`src/rtl/ttc_pkg.sv`:
```
package ttc_pkg;
  localparam int TTC_OCT_W = 8;
  typedef logic [TTC_OCT_W-1:0] octet_t;
  typedef enum logic [0:0] {
    TTC_IDLE = 1'b0,
    TTC_FILL = 1'b1
  } cap_state_e;
endpackage

```
`src/rtl/ttc_seq.sv`:
```
module ttc_seq #(
  parameter int DEPTH = 16,
  localparam int PTR_W = $clog2(DEPTH)
) (
  input  logic             clk,
  input  logic             rst_n,
  input  logic             in_valid,
  input  logic             in_msb,
  output logic             wr_en,
  output logic [PTR_W-1:0] wr_idx,
  output logic             start_evt
);
  import ttc_pkg::*;

  cap_state_e       state_q;
  logic [PTR_W-1:0] ptr_q;
  logic             is_start;
  logic             is_body;
  logic             at_last;

  always_comb begin
    is_start  = in_valid && in_msb;
    is_body   = in_valid && !in_msb && (state_q == TTC_FILL);
    at_last   = (ptr_q == PTR_W'(DEPTH - 1));
    wr_en     = is_start || is_body;
    wr_idx    = is_start ? '0 : ptr_q;
    start_evt = is_start;
  end

  always_ff @(posedge clk or negedge rst_n) begin
    if (!rst_n) begin
      state_q <= TTC_IDLE;
      ptr_q   <= '0;
    end else if (is_start) begin
      state_q <= TTC_FILL;
      ptr_q   <= PTR_W'(1);
    end else if (is_body) begin
      if (at_last) begin
        state_q <= TTC_IDLE;
        ptr_q   <= '0;
      end else begin
        ptr_q <= ptr_q + PTR_W'(1);
      end
    end
  end

  AST_START_RESTARTS: assert property (@(posedge clk) disable iff (!rst_n)
    (in_valid && in_msb) |=> (state_q == TTC_FILL && ptr_q == PTR_W'(1)));

  AST_PTR_STEP: assert property (@(posedge clk) disable iff (!rst_n)
    (in_valid && !in_msb && state_q == TTC_FILL && ptr_q != PTR_W'(DEPTH - 1))
      |=> (ptr_q == $past(ptr_q) + PTR_W'(1)));

  AST_STOP_AT_END: assert property (@(posedge clk) disable iff (!rst_n)
    (in_valid && !in_msb && state_q == TTC_FILL && ptr_q == PTR_W'(DEPTH - 1))
      |=> (state_q == TTC_IDLE));

  AST_IDLE_HOLDS: assert property (@(posedge clk) disable iff (!rst_n)
    (state_q == TTC_IDLE && !(in_valid && in_msb)) |=> (state_q == TTC_IDLE));

  AST_NO_WRITE_IDLE: assert property (@(posedge clk) disable iff (!rst_n)
    (!in_valid) |=> $stable(ptr_q));
endmodule

```
`src/rtl/ttc_store.sv`:
```
module ttc_store #(
  parameter int DEPTH = 16,
  localparam int PTR_W = $clog2(DEPTH)
) (
  input  logic              clk,
  input  logic              rst_n,
  input  logic              wr_en,
  input  logic [PTR_W-1:0]  wr_idx,
  input  ttc_pkg::octet_t   wr_data,
  input  logic [PTR_W-1:0]  rd_idx,
  output ttc_pkg::octet_t   rd_data
);
  import ttc_pkg::*;

  octet_t             mem_q [DEPTH];
  logic [DEPTH-1:0]   sel;

  for (genvar e = 0; e < DEPTH; e++) begin : g_entry
    assign sel[e] = wr_en && (wr_idx == PTR_W'(e));
    always_ff @(posedge clk or negedge rst_n) begin
      if (!rst_n)      mem_q[e] <= '0;
      else if (sel[e]) mem_q[e] <= wr_data;
    end
  end

  assign rd_data = mem_q[rd_idx];

  AST_ONE_ENTRY: assert property (@(posedge clk) disable iff (!rst_n)
    $onehot0(sel));

  AST_WRITE_LANDS: assert property (@(posedge clk) disable iff (!rst_n)
    wr_en |=> (mem_q[$past(wr_idx)] == $past(wr_data)));
endmodule

```
`src/rtl/ttc_flag.sv`:
```
module ttc_flag (
  input  logic clk,
  input  logic rst_n,
  input  logic set_evt,
  input  logic clr_req,
  input  logic irq_en,
  output logic flag,
  output logic irq
);
  logic flag_q;

  always_ff @(posedge clk or negedge rst_n) begin
    if (!rst_n)       flag_q <= 1'b0;
    else if (set_evt) flag_q <= 1'b1;
    else if (clr_req) flag_q <= 1'b0;
  end

  assign flag = flag_q;
  assign irq  = flag_q && irq_en;

  AST_EVENT_SETS: assert property (@(posedge clk) disable iff (!rst_n)
    set_evt |=> flag_q);

  AST_EVENT_WINS: assert property (@(posedge clk) disable iff (!rst_n)
    (set_evt && clr_req) |=> flag_q);

  AST_READ_CLEARS: assert property (@(posedge clk) disable iff (!rst_n)
    (clr_req && !set_evt) |=> !flag_q);

  AST_IRQ_GATED: assert property (@(posedge clk) disable iff (!rst_n)
    irq |-> irq_en);
endmodule

```
`src/rtl/ttc_rport.sv`:
```
module ttc_rport #(
  parameter int DEPTH    = 16,
  parameter int STAT_BIT = 6,
  localparam int PTR_W   = $clog2(DEPTH),
  localparam int ADDR_W  = PTR_W + 1
) (
  input  logic              clk,
  input  logic              rst_n,
  input  logic              rd,
  input  logic [ADDR_W-1:0] addr,
  input  ttc_pkg::octet_t   entry,
  input  logic              flag,
  output logic [PTR_W-1:0]  entry_idx,
  output logic              stat_rd,
  output ttc_pkg::octet_t   rdata
);
  import ttc_pkg::*;

  octet_t rdata_q;
  octet_t stat_byte;
  octet_t mux_out;
  logic   in_buf;
  logic   is_stat;

  always_comb begin
    in_buf    = (addr < ADDR_W'(DEPTH));
    is_stat   = (addr == ADDR_W'(DEPTH));
    entry_idx = addr[PTR_W-1:0];
    stat_byte = '0;
    stat_byte[STAT_BIT] = flag;
    if (in_buf)       mux_out = entry;
    else if (is_stat) mux_out = stat_byte;
    else              mux_out = '0;
    stat_rd = rd && is_stat;
  end

  always_ff @(posedge clk or negedge rst_n) begin
    if (!rst_n)  rdata_q <= '0;
    else if (rd) rdata_q <= mux_out;
  end

  assign rdata = rdata_q;

  AST_RDATA_HOLD: assert property (@(posedge clk) disable iff (!rst_n)
    !rd |=> $stable(rdata_q));

  AST_STAT_ONLY_BIT: assert property (@(posedge clk) disable iff (!rst_n)
    (rd && is_stat) |=> ($countones(rdata_q) <= 1));
endmodule

```
`src/rtl/trail_trace_capture.sv`:
```
module trail_trace_capture #(
  parameter int DEPTH    = 16,
  parameter int STAT_BIT = 6,
  localparam int PTR_W   = $clog2(DEPTH),
  localparam int ADDR_W  = PTR_W + 1
) (
  input  logic                            clk,
  input  logic                            rst_n,
  input  logic                            oct_valid,
  output logic                            oct_ready,
  input  logic [ttc_pkg::TTC_OCT_W-1:0]   oct_data,
  input  logic                            host_rd,
  input  logic [ADDR_W-1:0]               host_addr,
  output logic [ttc_pkg::TTC_OCT_W-1:0]   host_rdata,
  input  logic                            irq_en,
  output logic                            irq
);
  import ttc_pkg::*;

  logic             wr_en;
  logic [PTR_W-1:0] wr_idx;
  logic             start_evt;
  logic [PTR_W-1:0] rd_idx;
  octet_t           rd_entry;
  logic             flag;
  logic             stat_rd;

  assign oct_ready = 1'b1;

  ttc_seq #(.DEPTH(DEPTH)) u_seq (
    .clk       (clk),
    .rst_n     (rst_n),
    .in_valid  (oct_valid),
    .in_msb    (oct_data[TTC_OCT_W-1]),
    .wr_en     (wr_en),
    .wr_idx    (wr_idx),
    .start_evt (start_evt)
  );

  ttc_store #(.DEPTH(DEPTH)) u_store (
    .clk     (clk),
    .rst_n   (rst_n),
    .wr_en   (wr_en),
    .wr_idx  (wr_idx),
    .wr_data (oct_data),
    .rd_idx  (rd_idx),
    .rd_data (rd_entry)
  );

  ttc_flag u_flag (
    .clk     (clk),
    .rst_n   (rst_n),
    .set_evt (start_evt),
    .clr_req (stat_rd),
    .irq_en  (irq_en),
    .flag    (flag),
    .irq     (irq)
  );

  ttc_rport #(.DEPTH(DEPTH), .STAT_BIT(STAT_BIT)) u_rport (
    .clk       (clk),
    .rst_n     (rst_n),
    .rd        (host_rd),
    .addr      (host_addr),
    .entry     (rd_entry),
    .flag      (flag),
    .entry_idx (rd_idx),
    .stat_rd   (stat_rd),
    .rdata     (host_rdata)
  );

  AST_START_FLAGS: assert property (@(posedge clk) disable iff (!rst_n)
    (oct_valid && oct_data[TTC_OCT_W-1]) |=> flag);

  AST_IDLE_NO_FLAG: assert property (@(posedge clk) disable iff (!rst_n)
    (!flag && !(oct_valid && oct_data[TTC_OCT_W-1])) |=> !flag);
endmodule

```
`config.mk`:
```
export PLATFORM = sky130hd
export DESIGN_NAME = trail_trace_capture
export DESIGN_NICKNAME = d
export VERILOG_FILES = /design/src/rtl/ttc_pkg.sv /design/src/rtl/ttc_seq.sv /design/src/rtl/ttc_store.sv /design/src/rtl/ttc_flag.sv /design/src/rtl/ttc_rport.sv /design/src/rtl/trail_trace_capture.sv
export SDC_FILE = /design/constraint.sdc
export NUM_CORES = 1
export LEC_CHECK = 0
export ABC_CLOCK_PERIOD_IN_PS = 2300
export BUFFER_PORTS_ARGS = -buffer_cell sky130_fd_sc_hd__buf_2
export CAP_MARGIN = 20
export CELL_PAD_IN_SITES_DETAIL_PLACEMENT = 0
export CELL_PAD_IN_SITES_GLOBAL_PLACEMENT = 1
export CORE_ASPECT_RATIO = 0.6
export CORE_MARGIN = 2
export CORE_UTILIZATION = 36
export CTS_CLUSTER_SIZE = 25
export DETAILED_ROUTE_END_ITERATION = 10
export GPL_ROUTABILITY_DRIVEN = 0
export PLACE_DENSITY = 0.67
export SYNTH_ARGS = -nofsm -noshare
export SYNTH_HDL_FRONTEND = slang
export SYNTH_SLANG_ARGS = --single-unit
```
`constraint.sdc`:
```
create_clock -name clk -period 2.3 [get_ports clk]
set_input_delay 0 -clock clk [delete_from_list [all_inputs] [get_ports clk]]
set_output_delay 0 -clock clk [all_outputs]
set_load 0.05 [all_outputs]
```
# Yosys cells after proc, flatten, opt, wreduce, memory -nomap -nowiden
# Cells that the tools add are included.
dict set report classes {
  n_reduce_logical 28
  magnitude_cmp 2
  addsub 1
  n_bitwise 1
  n_eq_ne 17
  n_mux 14
}
# cell n
set ops {}
lappend ops {{$eq A4 B4 Y1 const B} 9}
lappend ops {{$bmux W8 S4} 1}
lappend ops {{$mux W8} 3}
lappend ops {{$logic_and A1 B1 Y1} 21}
lappend ops {{$eq A4 B3 Y1 const B} 4}
lappend ops {{$mux W4} 4}
lappend ops {{$eq A4 B2 Y1 const B} 2}
lappend ops {{$mux W7} 1}
lappend ops {{$reduce_bool A2 Y1} 3}
lappend ops {{$eq A5 B5 Y1 const B} 1}
lappend ops {{$ge A5 B5 Y1 const B} 1}
lappend ops {{$lt A5 B5 Y1 const B} 1}
lappend ops {{$mux W1} 5}
lappend ops {{$not A4 Y5} 1}
lappend ops {{$add A4 B1 Y4 const B} 1}
lappend ops {{$eq A4 B1 Y1 const B} 1}
lappend ops {{$logic_not A4 Y1} 1}
lappend ops {{$reduce_and A2 Y1} 1}
lappend ops {{$logic_not A1 Y1} 1}
lappend ops {{$logic_or A1 B1 Y1} 1}
dict set report totals {
  inputBits 18
  ff_bits 142
}

# Longest topological paths before layout
# Gate-level depths: netlist of the first run.
dict set report logic_depth {
  depth_word 5
  depth_mapped 7
  ltp_nobuf 4
}

# Cells and area by module
# From an unflattened synthesis of the first run, not the netlist that was laid out.
dict set report unflattened {
  hier_cells 440
  hier_area_um2 6640.1
}
# module n_inst area_each_um2 cells_each seq_area_each_um2
set modules_own_cells {}
lappend modules_own_cells {ttc_store 1 5903.2 364 3203.1}
lappend modules_own_cells {ttc_rport 1 386.6 36 200.2}
lappend modules_own_cells {ttc_seq 1 296.5 34 125.1}
lappend modules_own_cells {ttc_flag 1 42.5 4 25.0}
lappend modules_own_cells {trail_trace_capture 1 11.3 2 0.0}

# Worst setup path before layout of the first run
# Ideal clock, no wire load.
dict set report synth_path {
  path_kind {reg2reg}
  start {reg u_seq.ptr_q[0]}
  end {reg u_store.mem_q[120] in the netlist's numbering}
  arrival_time_ns 1.603
  synth_period_minus_slack_ns 1.728
  slack_ns 0.572
  path_stages_with_launch 5
  setup_ns 0.125
  path_buffers 1
  cell_sequence {dfrtp_1 -> buf_4 -> or3_4 -> a21oi_2 -> mux2_2}
}
dict set report synth_between {
  elab_chain_len 3
}
# element line
set synth_lines {}
lappend synth_lines {{start, declared} ttc_seq.sv:16} ;# logic [PTR_W-1:0] ptr_q;
lappend synth_lines {{start signal, assigned} ttc_seq.sv:42} ;# ptr_q <= ptr_q + PTR_W'(1);
lappend synth_lines {{$mux W4} ttc_seq.sv:26} ;# wr_idx = is_start ? '0 : ptr_q;
lappend synth_lines {{$logic_not A4 Y1} ttc_store.sv:19} ;# assign sel[e] = wr_en && (wr_idx == PTR_W'(e));
lappend synth_lines {{$logic_and A1 B1 Y1} ttc_store.sv:19}
lappend synth_lines {{end signal, assigned by index} ttc_store.sv:22} ;# else if (sel[e]) mem_q[e] <= wr_data;
lappend synth_lines {{end, declared} ttc_store.sv:15} ;# octet_t mem_q [DEPTH];
# No other way between the ends.
# A chain may end at the register's enable or synchronous reset.

# Final worst setup path of the first run
dict set report layout_path {
  start {reg u_seq.state_q}
  end {reg u_store.mem_q[118] in the netlist's numbering}
}
dict set report layout_between {
  elab_chain_len 3
}
# element line
set layout_lines {}
lappend layout_lines {{start, declared} ttc_seq.sv:15} ;# cap_state_e state_q;
lappend layout_lines {{start signal, assigned} ttc_seq.sv:32} ;# state_q <= TTC_IDLE;
lappend layout_lines {{start signal, assigned} ttc_seq.sv:35} ;# state_q <= TTC_FILL;
lappend layout_lines {{start signal, assigned} ttc_seq.sv:39} ;# state_q <= TTC_IDLE;
lappend layout_lines {{$logic_and A1 B1 Y1} ttc_seq.sv:23} ;# is_body = in_valid && !in_msb && (state_q == TTC_FILL);
lappend layout_lines {{$logic_or A1 B1 Y1} ttc_seq.sv:25} ;# wr_en = is_start || is_body;
lappend layout_lines {{$logic_and A1 B1 Y1} ttc_store.sv:19}
# No other way between the ends.

==> results_dict.tcl, run 1 <==
set metrics [dict create \
    rsz0062_at_grt "no" \
    clock_latency_ns 0.41 \
    track_usage 0.179 \
    vias_per_cell 5.29 \
    reg2reg_from "u_seq.state_q" \
    ys_types 49 \
    drt_wl_total_um 16000 \
    synth_edf_count 0 \
    async_flop_share 1.00 \
    min_period_over_period 0.872 \
    start_util 0.364 \
    hold_violations 0 \
    final_common_cell "dfrtp_1" \
    drt_iter0_markers 264 \
    cts_buffers 17 \
    hold_start "host_rd" \
    synth-main-ff-cell "dfrtp_1" \
    grt_start_max_net_pins 71 \
    die-area_um2 19200 \
    p_per_area_nw_per_um2 1070 \
    yosys-top-cells-area "dfrtp_1, mux2_2, mux4_2" \
    crit_fanout 9 \
    maxCapViolations 0 \
    worstMarginPinSlew_ns 0.669 \
    core_area_um2 17900 \
    via_count 3901 \
    drc_errors 0 \
    cts_hold_buf 7 \
    worstHoldPathCells 2 \
    antenna_cells 0 \
    cp-end-kind "flop" \
    die_h_um 108 \
    drv_slew 0 \
    drive_above_1_share 0.465 \
    criticalPathCategory "flop to flop" \
    reg2reg_to "u_store.mem_q[118]" \
    fin_skew_ns 0.0113 \
    drtAntennaViolNets 0 \
    fp.dieW_um 178 \
    setup_viol 0 \
    grt_pass1_wl_um 25000 \
    cp.required_ns 2.60 \
    dpl.hpwl_um 10800 \
    crit_arrival_ns 2.30 \
    synth_warnings 0 \
    ys_seq_elements 142 \
    cp-start-kind "flop" \
    min_path_type "primary input to flop" \
    dr.pass1.iters 4 \
    dpl.cell_count 698 \
    syn2layout_area_growth_pct 18.3 \
    final_cell_area_um2 7710 \
    tritoncts "built" \
    cts_setup_buffers 0 \
    cts_max_path_buffers 2 \
    p_leak_uw 0.00360 \
    post_cts_resized 0 \
    gr-total-overflow 0 \
    fin_crit_ns 2.01 \
    avgRoutedWirePerCell_um 21.7 \
    htree_num_levels 4 \
    r2r_cells 4 \
    netlist_area_um2 6520 \
    syn_area_per_cell_um2 14.8 \
    cts.clk_slew.worst_paths_ns 0.06 \
    hold_end "u_rport.rdata[5]" \
    grt_pass1_vias 4049 \
    nNetsFinal 503 \
    fin_cells 737 \
    port_buffers 26 \
    r2r_setup_slack_ns 0.29 \
    fill_cells 1605 \
    rows 38 \
    setup_tns_ns 0 \
    antenna_found_initial 0 \
    cts_sinks 142 \
    yosysTopAreaCell "dfrtp_1" \
    ir_worst_vdd_mv 0.601 \
    max_slew_margin 0.554 \
    status "finished clean" \
    synth_nets 461 \
    holdWs_ns 0.0587 \
    synthDominantCellAreaShare 0.545 \
    io_pins 28 \
    clock-root-buffer "clkbuf_16" \
    synthCells 442 \
    max_freq_mhz 498 \
    final_cell_mix "dfrtp_1, mux2_2, buf_2" \
    synth_seq_area_share 0.545 \
    dpl_cell_area_um2 6980 \
]
[layout make-up]
class / instances / area (µm²) / area share
clock buffers: 20 / 457 / 0.0592
multi-input cells: 261 / 2780 / 0.361
well taps: 240 / 300 / 0.0389
flip-flops and latches: 142 / 3550 / 0.461
clock inverters: 12 / 208 / 0.0269
repair buffers: 52 / 374 / 0.0485
inverters: 10 / 37.5 / 0.00487
[worst max path at each step]
stage	startpoint	depth (start not counted)	end
after global placement	u_seq.state_q	4	u_store.mem_q[115]
after global routing	u_seq.state_q	4	u_store.mem_q[115]
after floorplan	u_seq.ptr_q[0]	4	u_store.mem_q[120]
final	u_seq.state_q	4	u_store.mem_q[118]
after CTS	u_seq.state_q	4	u_store.mem_q[118]
after detailed placement	u_seq.state_q	4	u_store.mem_q[116]
[flip-flops by register name, summed over array words and instances, names as in the netlist]
name	count
u_seq.state_q	1
u_flag.flag	1
u_seq.ptr_q	4
u_rport.rdata	8
u_store.mem_q	128
[through the flow]
| step | util | setup slack (ns) | power, µW |
|---|---|---|---|
| after floorplan | - | 0.572 | 4720 |
| after global placement | 0.389 | 0.339 | 5120 |
| after detailed placement | 0.389 | 0.309 | 5210 |
| after CTS | 0.430 | 0.284 | 8320 |
| after global routing | 0.430 | 0.157 | 8660 |
| final | 0.430 | 0.294 | 8280 |
[cell usage after synthesis (3+ instances only)]
library cell and count:
dfrtp_1 142, mux2_2 104, mux2i_1 24, mux4_2 24, clkbuf_1 14, nor2b_1 13, inv_1 10, nor2_2 10
o21ai_0 10, a221oi_1 8, and2_1 7, buf_2 7, mux2_4 7, o221ai_1 7, buf_4 5, nand2_1 5
a21oi_1 3, nand3_1 3
[report_power, final]
part           internal [µW]  leakage (µW)  total, µW  switching, µW
clock network           1990      0.000313       3080           1090
logic                    925       0.00141       1620            693
registers               3190       0.00188       3580            387
total                   6110       0.00360       8280           2170
[cell families after synthesis]
kind of cell / after synthesis / synth area share
multiplexers: 160 / 0.317
flip-flops: 142 / 0.545
AND/OR/NAND/NOR: 59 / 0.0635
AO/OA/AOI/OAI: 40 / 0.0434
buffers and inverters: 39 / 0.0284
adder cells (fa/ha/maj): 1 / 0.00192
other: 1 / 0.000575
[critical path: stages, from the launching register on]
cell	delay (ns)
dfrtp_1	0.47
and3b_1	0.46
nand3_4	0.15
nor2_2	0.42
mux2_2	0.40
[per-layer routing]
metal	wire length (µm)	GRT usage	part of all wire	up-vias
li1	-	-	-	1724
met3	1080	0.0534	0.067	8
met1	8280	0.277	0.52	2077
met4	102	0.0451	0.0064	0
met2	6530	0.242	0.41	92
met5	0	0	0	-
No activity file was read; power rests on OpenSTA's default activity.
==> run 2: changes to the inputs <==
CORE_ASPECT_RATIO = 2   (was 0.6)
==> results_dict.tcl, run 2 (synthesis results as in run 1) <==
set metrics [dict create \
    rows 69 \
    maxCapViolations 0 \
    ir_worst_vdd_mv 0.400 \
    cts_setup_buffers 0 \
    min_period_over_period 0.913 \
    min_path_type "primary input to flop" \
    drt_iter0_markers 179 \
    status "finished clean" \
    grt_pass1_vias 4349 \
    crit_fanout 9 \
    tritoncts "built" \
    largest_register "u_store.mem_q" \
    path_cells "and3b_1 -> nand3_4 -> nor2_2 -> mux2_2" \
    critical-path-max-stage-delay_ns 0.49 \
    fp.dieW_um 99.2 \
    port_buffers 26 \
    grt_start_max_net_pins 59 \
    criticalPathCategory "flop to flop" \
    combPwrFrac 0.203 \
    nNetsFinal 512 \
    grt_pass1_wl_um 24600 \
    preCtsSetupSlack_ns 0.191 \
    p_int_uw 5640 \
    cts_max_path_buffers 2 \
    cts.clk_slew.worst_paths_ns 0.07 \
    post_cts_resized 0 \
    track_usage 0.172 \
    met1_length_um 5570 \
    vias_per_cell 5.48 \
    setup_viol 0 \
    avgRoutedWirePerCell_um 21.5 \
    dr.pass1.iters 4 \
    max_slew_margin 0.599 \
    p_sw_frac 0.280 \
    setup_tns_ns 0 \
    dpl.hpwl_um 10500 \
    multi_input_area_um2 2780 \
    via_count 3941 \
    die_h_um 194 \
    p_per_area_nw_per_um2 1020 \
    die-area_um2 19300 \
    dr_wl_met3_um 707 \
    fin_ws_ns 0.201 \
    power_frac_clock 0.343 \
    max_freq_mhz 476 \
    rsz0062_at_grt "no" \
    crit_arrival_ns 2.40 \
    p_leak_uw 0.00360 \
    fin_skew_ns 0.0112 \
    p_sw_uw 2200 \
    final_common_cell "dfrtp_1" \
    htree_num_levels 4 \
    met2WireLength_um 8410 \
    gr-total-overflow 0 \
    drtAntennaViolNets 0 \
    fin_crit_ns 2.10 \
    syn2layout_area_growth_pct 17.5 \
    crit_slowest_cell "dfrtp_1" \
    cts_hold_buf 9 \
    drc_errors 0 \
    cts_sinks 142 \
    start_util 0.367 \
    highest_layer "met4" \
    drt_wl_total_um 15500 \
    drive_above_1_share 0.472 \
    hold_start "oct_data[5]" \
    antenna_found_initial 0 \
    cp-start-kind "flop" \
    drv_slew 0 \
    cts_buffers 17 \
    clock_latency_ns 0.43 \
    io_pins 28 \
    cp-end-kind "flop" \
    startpoint "u_seq.state_q" \
    clock-root-buffer "clkbuf_16" \
    dpl_cell_area_um2 7000 \
    final_cell_area_um2 7660 \
    hold_violations 0 \
    largest_reg_flops 128 \
    register_area_um2 3550 \
    antenna_cells 0 \
    seq_power_share 0.454 \
    fill_cells 1619 \
    reg2reg_from "u_seq.state_q" \
    cp.required_ns 2.61 \
    final_cell_mix "dfrtp_1, mux2_2, buf_2" \
    worstMarginPinSlew_ns 0.601 \
    core_area_um2 17800 \
]
-- run 2: cell types whose count changed in the layout (fill, tap and decap cells not counted) --
| cell | change |
|---|---|
| bufinv_16 | -4 |
| clkbuf_1 | -1 |
| inv_8 | +1 |
| dlygate4sd3_1 | +2 |
| inv_6 | +5 |
| buf_4 | +7 |
| clkinv_4 | +1 |
| clkbuf_8 | -2 |
-- run 2: through the flow --
step | std cells | power, µW | hold WS (ns) | utilization
floorplan | 442 | 4720 | -0.296 | -
global placement | 678 | 5090 | -0.0107 | 0.393
detailed placement | 678 | 5210 | 0.00266 | 0.393
CTS | 719 | 7930 | 0.0352 | 0.431
global route | 719 | 8230 | 0.0708 | 0.431
finish | 719 | 7840 | 0.0516 | 0.431
-- run 2: area by class of cell --
type | instances | area share
clock buffers | 17 | 0.0555
inverters | 10 | 0.00490
multi-input cells | 261 | 0.363
well taps | 213 | 0.0348
clock inverters | 15 | 0.0198
flip-flops and latches | 142 | 0.464
repair buffers | 61 | 0.0583
-- run 2: routing by layer --
layer,GRT usage,vias to the layer above
met5,0,-
met4,0.109,0
met3,0.0385,44
met2,0.298,100
met1,0.187,2060
li1,-,1737
-- run 2: path summary, 6_finish.rpt --
path | end | slack, ns | cells past startpoint
max | u_store.mem_q[112] | 0.20 | 4
min | u_store.mem_q[21] | 0.05 | 2
max reg2reg | u_store.mem_q[112] | 0.20 | 4
min reg2reg | u_store.mem_q[23] | 0.50 | 1
max in group asynchronous | u_seq.ptr_q[3] | 1.45 | 3
min in group asynchronous | u_store.mem_q[7] | 0.10 | 2
-- run 2: power groups by stage --
stage | Sequential [µW] | Clock, µW | Combinational, µW
floorplan | 3540 | 0 | 1180
global placement | 3540 | 0 | 1540
finish | 3560 | 2690 | 1590
CTS | 3560 | 2740 | 1620
global route | 3650 | 2850 | 1730
detailed placement | 3610 | 0 | 1600
-- run 2: critical path: cells and delay by family, from the launching register on --
| kind | cells | cell delay, ns |
|---|---|---|
| flops | 1 | 0.49 |
| mux | 1 | 0.41 |
| simple gates | 3 | 1.08 |
==> run 3: changes to the inputs <==
CORE_UTILIZATION = 45   (was 36)
PLACE_DENSITY = 0.78   (was 0.67)
==> results_dict.tcl, run 3 (synthesis results as in run 1) <==
set metrics [dict create \
    port_buffers 26 \
    nNetsFinal 499 \
    rows 62 \
    min_period_over_period 0.903 \
    drt_iter0_markers 157 \
    cp-start-kind "flop" \
    tritoncts "built" \
    hold_start "host_rd" \
    antenna_cells 0 \
    cp-end-kind "flop" \
    ir_worst_vdd_mv 0.535 \
    drv_slew 0 \
    post-route-util 0.525 \
    status "finished clean" \
    p_leak_uw 0.00352 \
    drc_errors 0 \
    max_freq_mhz 481 \
    gr-total-overflow 0 \
    criticalPathCategory "flop to flop" \
    largest_register "u_store.mem_q" \
    maxCapViolations 0 \
    fin_cells 685 \
    crit_arrival_ns 2.37 \
    final_cell_mix "dfrtp_1, mux2_2, buf_2" \
    crit_fanout 9 \
    cp.required_ns 2.59 \
    grt_pass1_vias 4248 \
    dr.pass1.iters 4 \
    fp.dieW_um 89.1 \
    path_delay_family "simple AND/OR/NAND/NOR gates" \
    critical-path-max-stage-delay_ns 0.48 \
    path_cells "and3b_1 -> nand3_4 -> nor2_2 -> mux2_2" \
    antenna_found_initial 0 \
    startpoint "u_seq.state_q" \
    p_per_area_nw_per_um2 1030 \
    max_slew_margin 0.532 \
    r2r_setup_slack_ns 0.22 \
    syn2layout_area_growth_pct 14.9 \
    drive_above_1_share 0.460 \
    fin_crit_ns 2.08 \
    clock_latency_ns 0.42 \
    cts_hold_buf 7 \
    die_h_um 174 \
    cts_sinks 142 \
    reg2reg_to "u_store.mem_q[37]" \
    r2r_cells 4 \
    min_path_type "primary input to flop" \
    combPwrFrac 0.205 \
    setup_viol 0 \
    preCtsSetupSlack_ns 0.218 \
    holdWs_ns 0.0446 \
    p_sw_frac 0.274 \
    hold_end "u_rport.rdata[5]" \
    fin_ws_ns 0.222 \
    vias_per_cell 5.62 \
    core_area_um2 14300 \
    start_util 0.457 \
    seq_power_share 0.466 \
    grt_start_max_net_pins 77 \
    final_common_cell "dfrtp_1" \
    crit_slowest_cell "dfrtp_1" \
    fill_cells 1267 \
    drt_wl_total_um 14900 \
    io_pins 28 \
    fin_skew_ns 0.00765 \
    setup_tns_ns 0 \
    dpl.hpwl_um 10300 \
    timing.critical_path.buf_inv 0 \
    reg2reg_from "u_seq.state_q" \
    cts.clk_slew.worst_paths_ns 0.06 \
    largest_reg_flops 128 \
    via_count 3849 \
    die-area_um2 15500 \
    htree_num_levels 4 \
    p_int_uw 5590 \
    dpl.cell_count 646 \
    worstHoldPathCells 2 \
    worstMarginPinSlew_ns 0.702 \
    grt_pass1_wl_um 23800 \
    avgRoutedWirePerCell_um 21.7 \
    rsz0062_at_grt "no" \
    drtAntennaViolNets 0 \
    clock-root-buffer "clkbuf_16" \
    track_usage 0.208 \
    p_sw_uw 2110 \
    cts_buffers 17 \
    hold_violations 0 \
    cts_setup_buffers 0 \
    cts_max_path_buffers 2 \
    post_cts_resized 0 \
    power_frac_clock 0.329 \
]
run 3: changes by cell type in the layout (fill, tap and decap cells not counted):
cell,before,now
clkinvlp_4,3,5
inv_8,1,0
clkinv_2,0,5
clkbuf_1,0,1
dlygate4sd3_1,9,7
clkinv_4,3,1
inv_6,7,2
buf_12,2,1
buf_4,24,14
run 3: worst max path at each step:
stage                                    end  cells past startpoint  slack [ns]
final                      u_store.mem_q[37]                      4        0.22
after global routing       u_store.mem_q[33]                      4        0.09
after CTS                  u_store.mem_q[37]                      4        0.21
after detailed placement   u_store.mem_q[37]                      4        0.22
after global placement     u_store.mem_q[35]                      4        0.26
after floorplan           u_store.mem_q[120]                      4        0.57
run 3: final cells by class:
type / count / area [µm²] / share of cell area
flip-flops and latches: 142 / 3550 / 0.474
clock inverters: 14 / 119 / 0.0159
clock buffers: 18 / 429 / 0.0573
repair buffers: 48 / 332 / 0.0443
inverters: 10 / 37.5 / 0.00501
well taps: 192 / 240 / 0.0321
multi-input cells: 261 / 2780 / 0.371
run 3: layer usage:
layer,vias up,part of all wire,GRT usage
li1,1699,-,-
met2,78,0.57,0.363
met5,-,0,0
met1,2047,0.37,0.244
met3,25,0.025,0.0380
met4,0,0.034,0.0871
run 3: power groups by stage:
stage	sequential [µW]	clock [µW]	combinational [µW]
after floorplan	3540	0	1180
after global placement	3550	0	1520
after detailed placement	3620	0	1580
after CTS	3580	2580	1600
after global routing	3660	2690	1700
final	3590	2540	1580
run 3: per-stage QoR:
| step | total power (µW) | instance area, µm² |
|---|---|---|
| floorplan | 4720 | 6520 |
| global placement | 5070 | 6870 |
| detailed placement | 5200 | 6870 |
| CTS | 7770 | 7490 |
| global route | 8060 | 7490 |
| finish | 7700 | 7490 |
run 3: worst register-to-register path, cell delays in order, from the launching register on:
cell     delay, ns
dfrtp_1       0.48
and3b_1       0.46
nand3_4       0.14
nor2_2        0.47
mux2_2        0.40
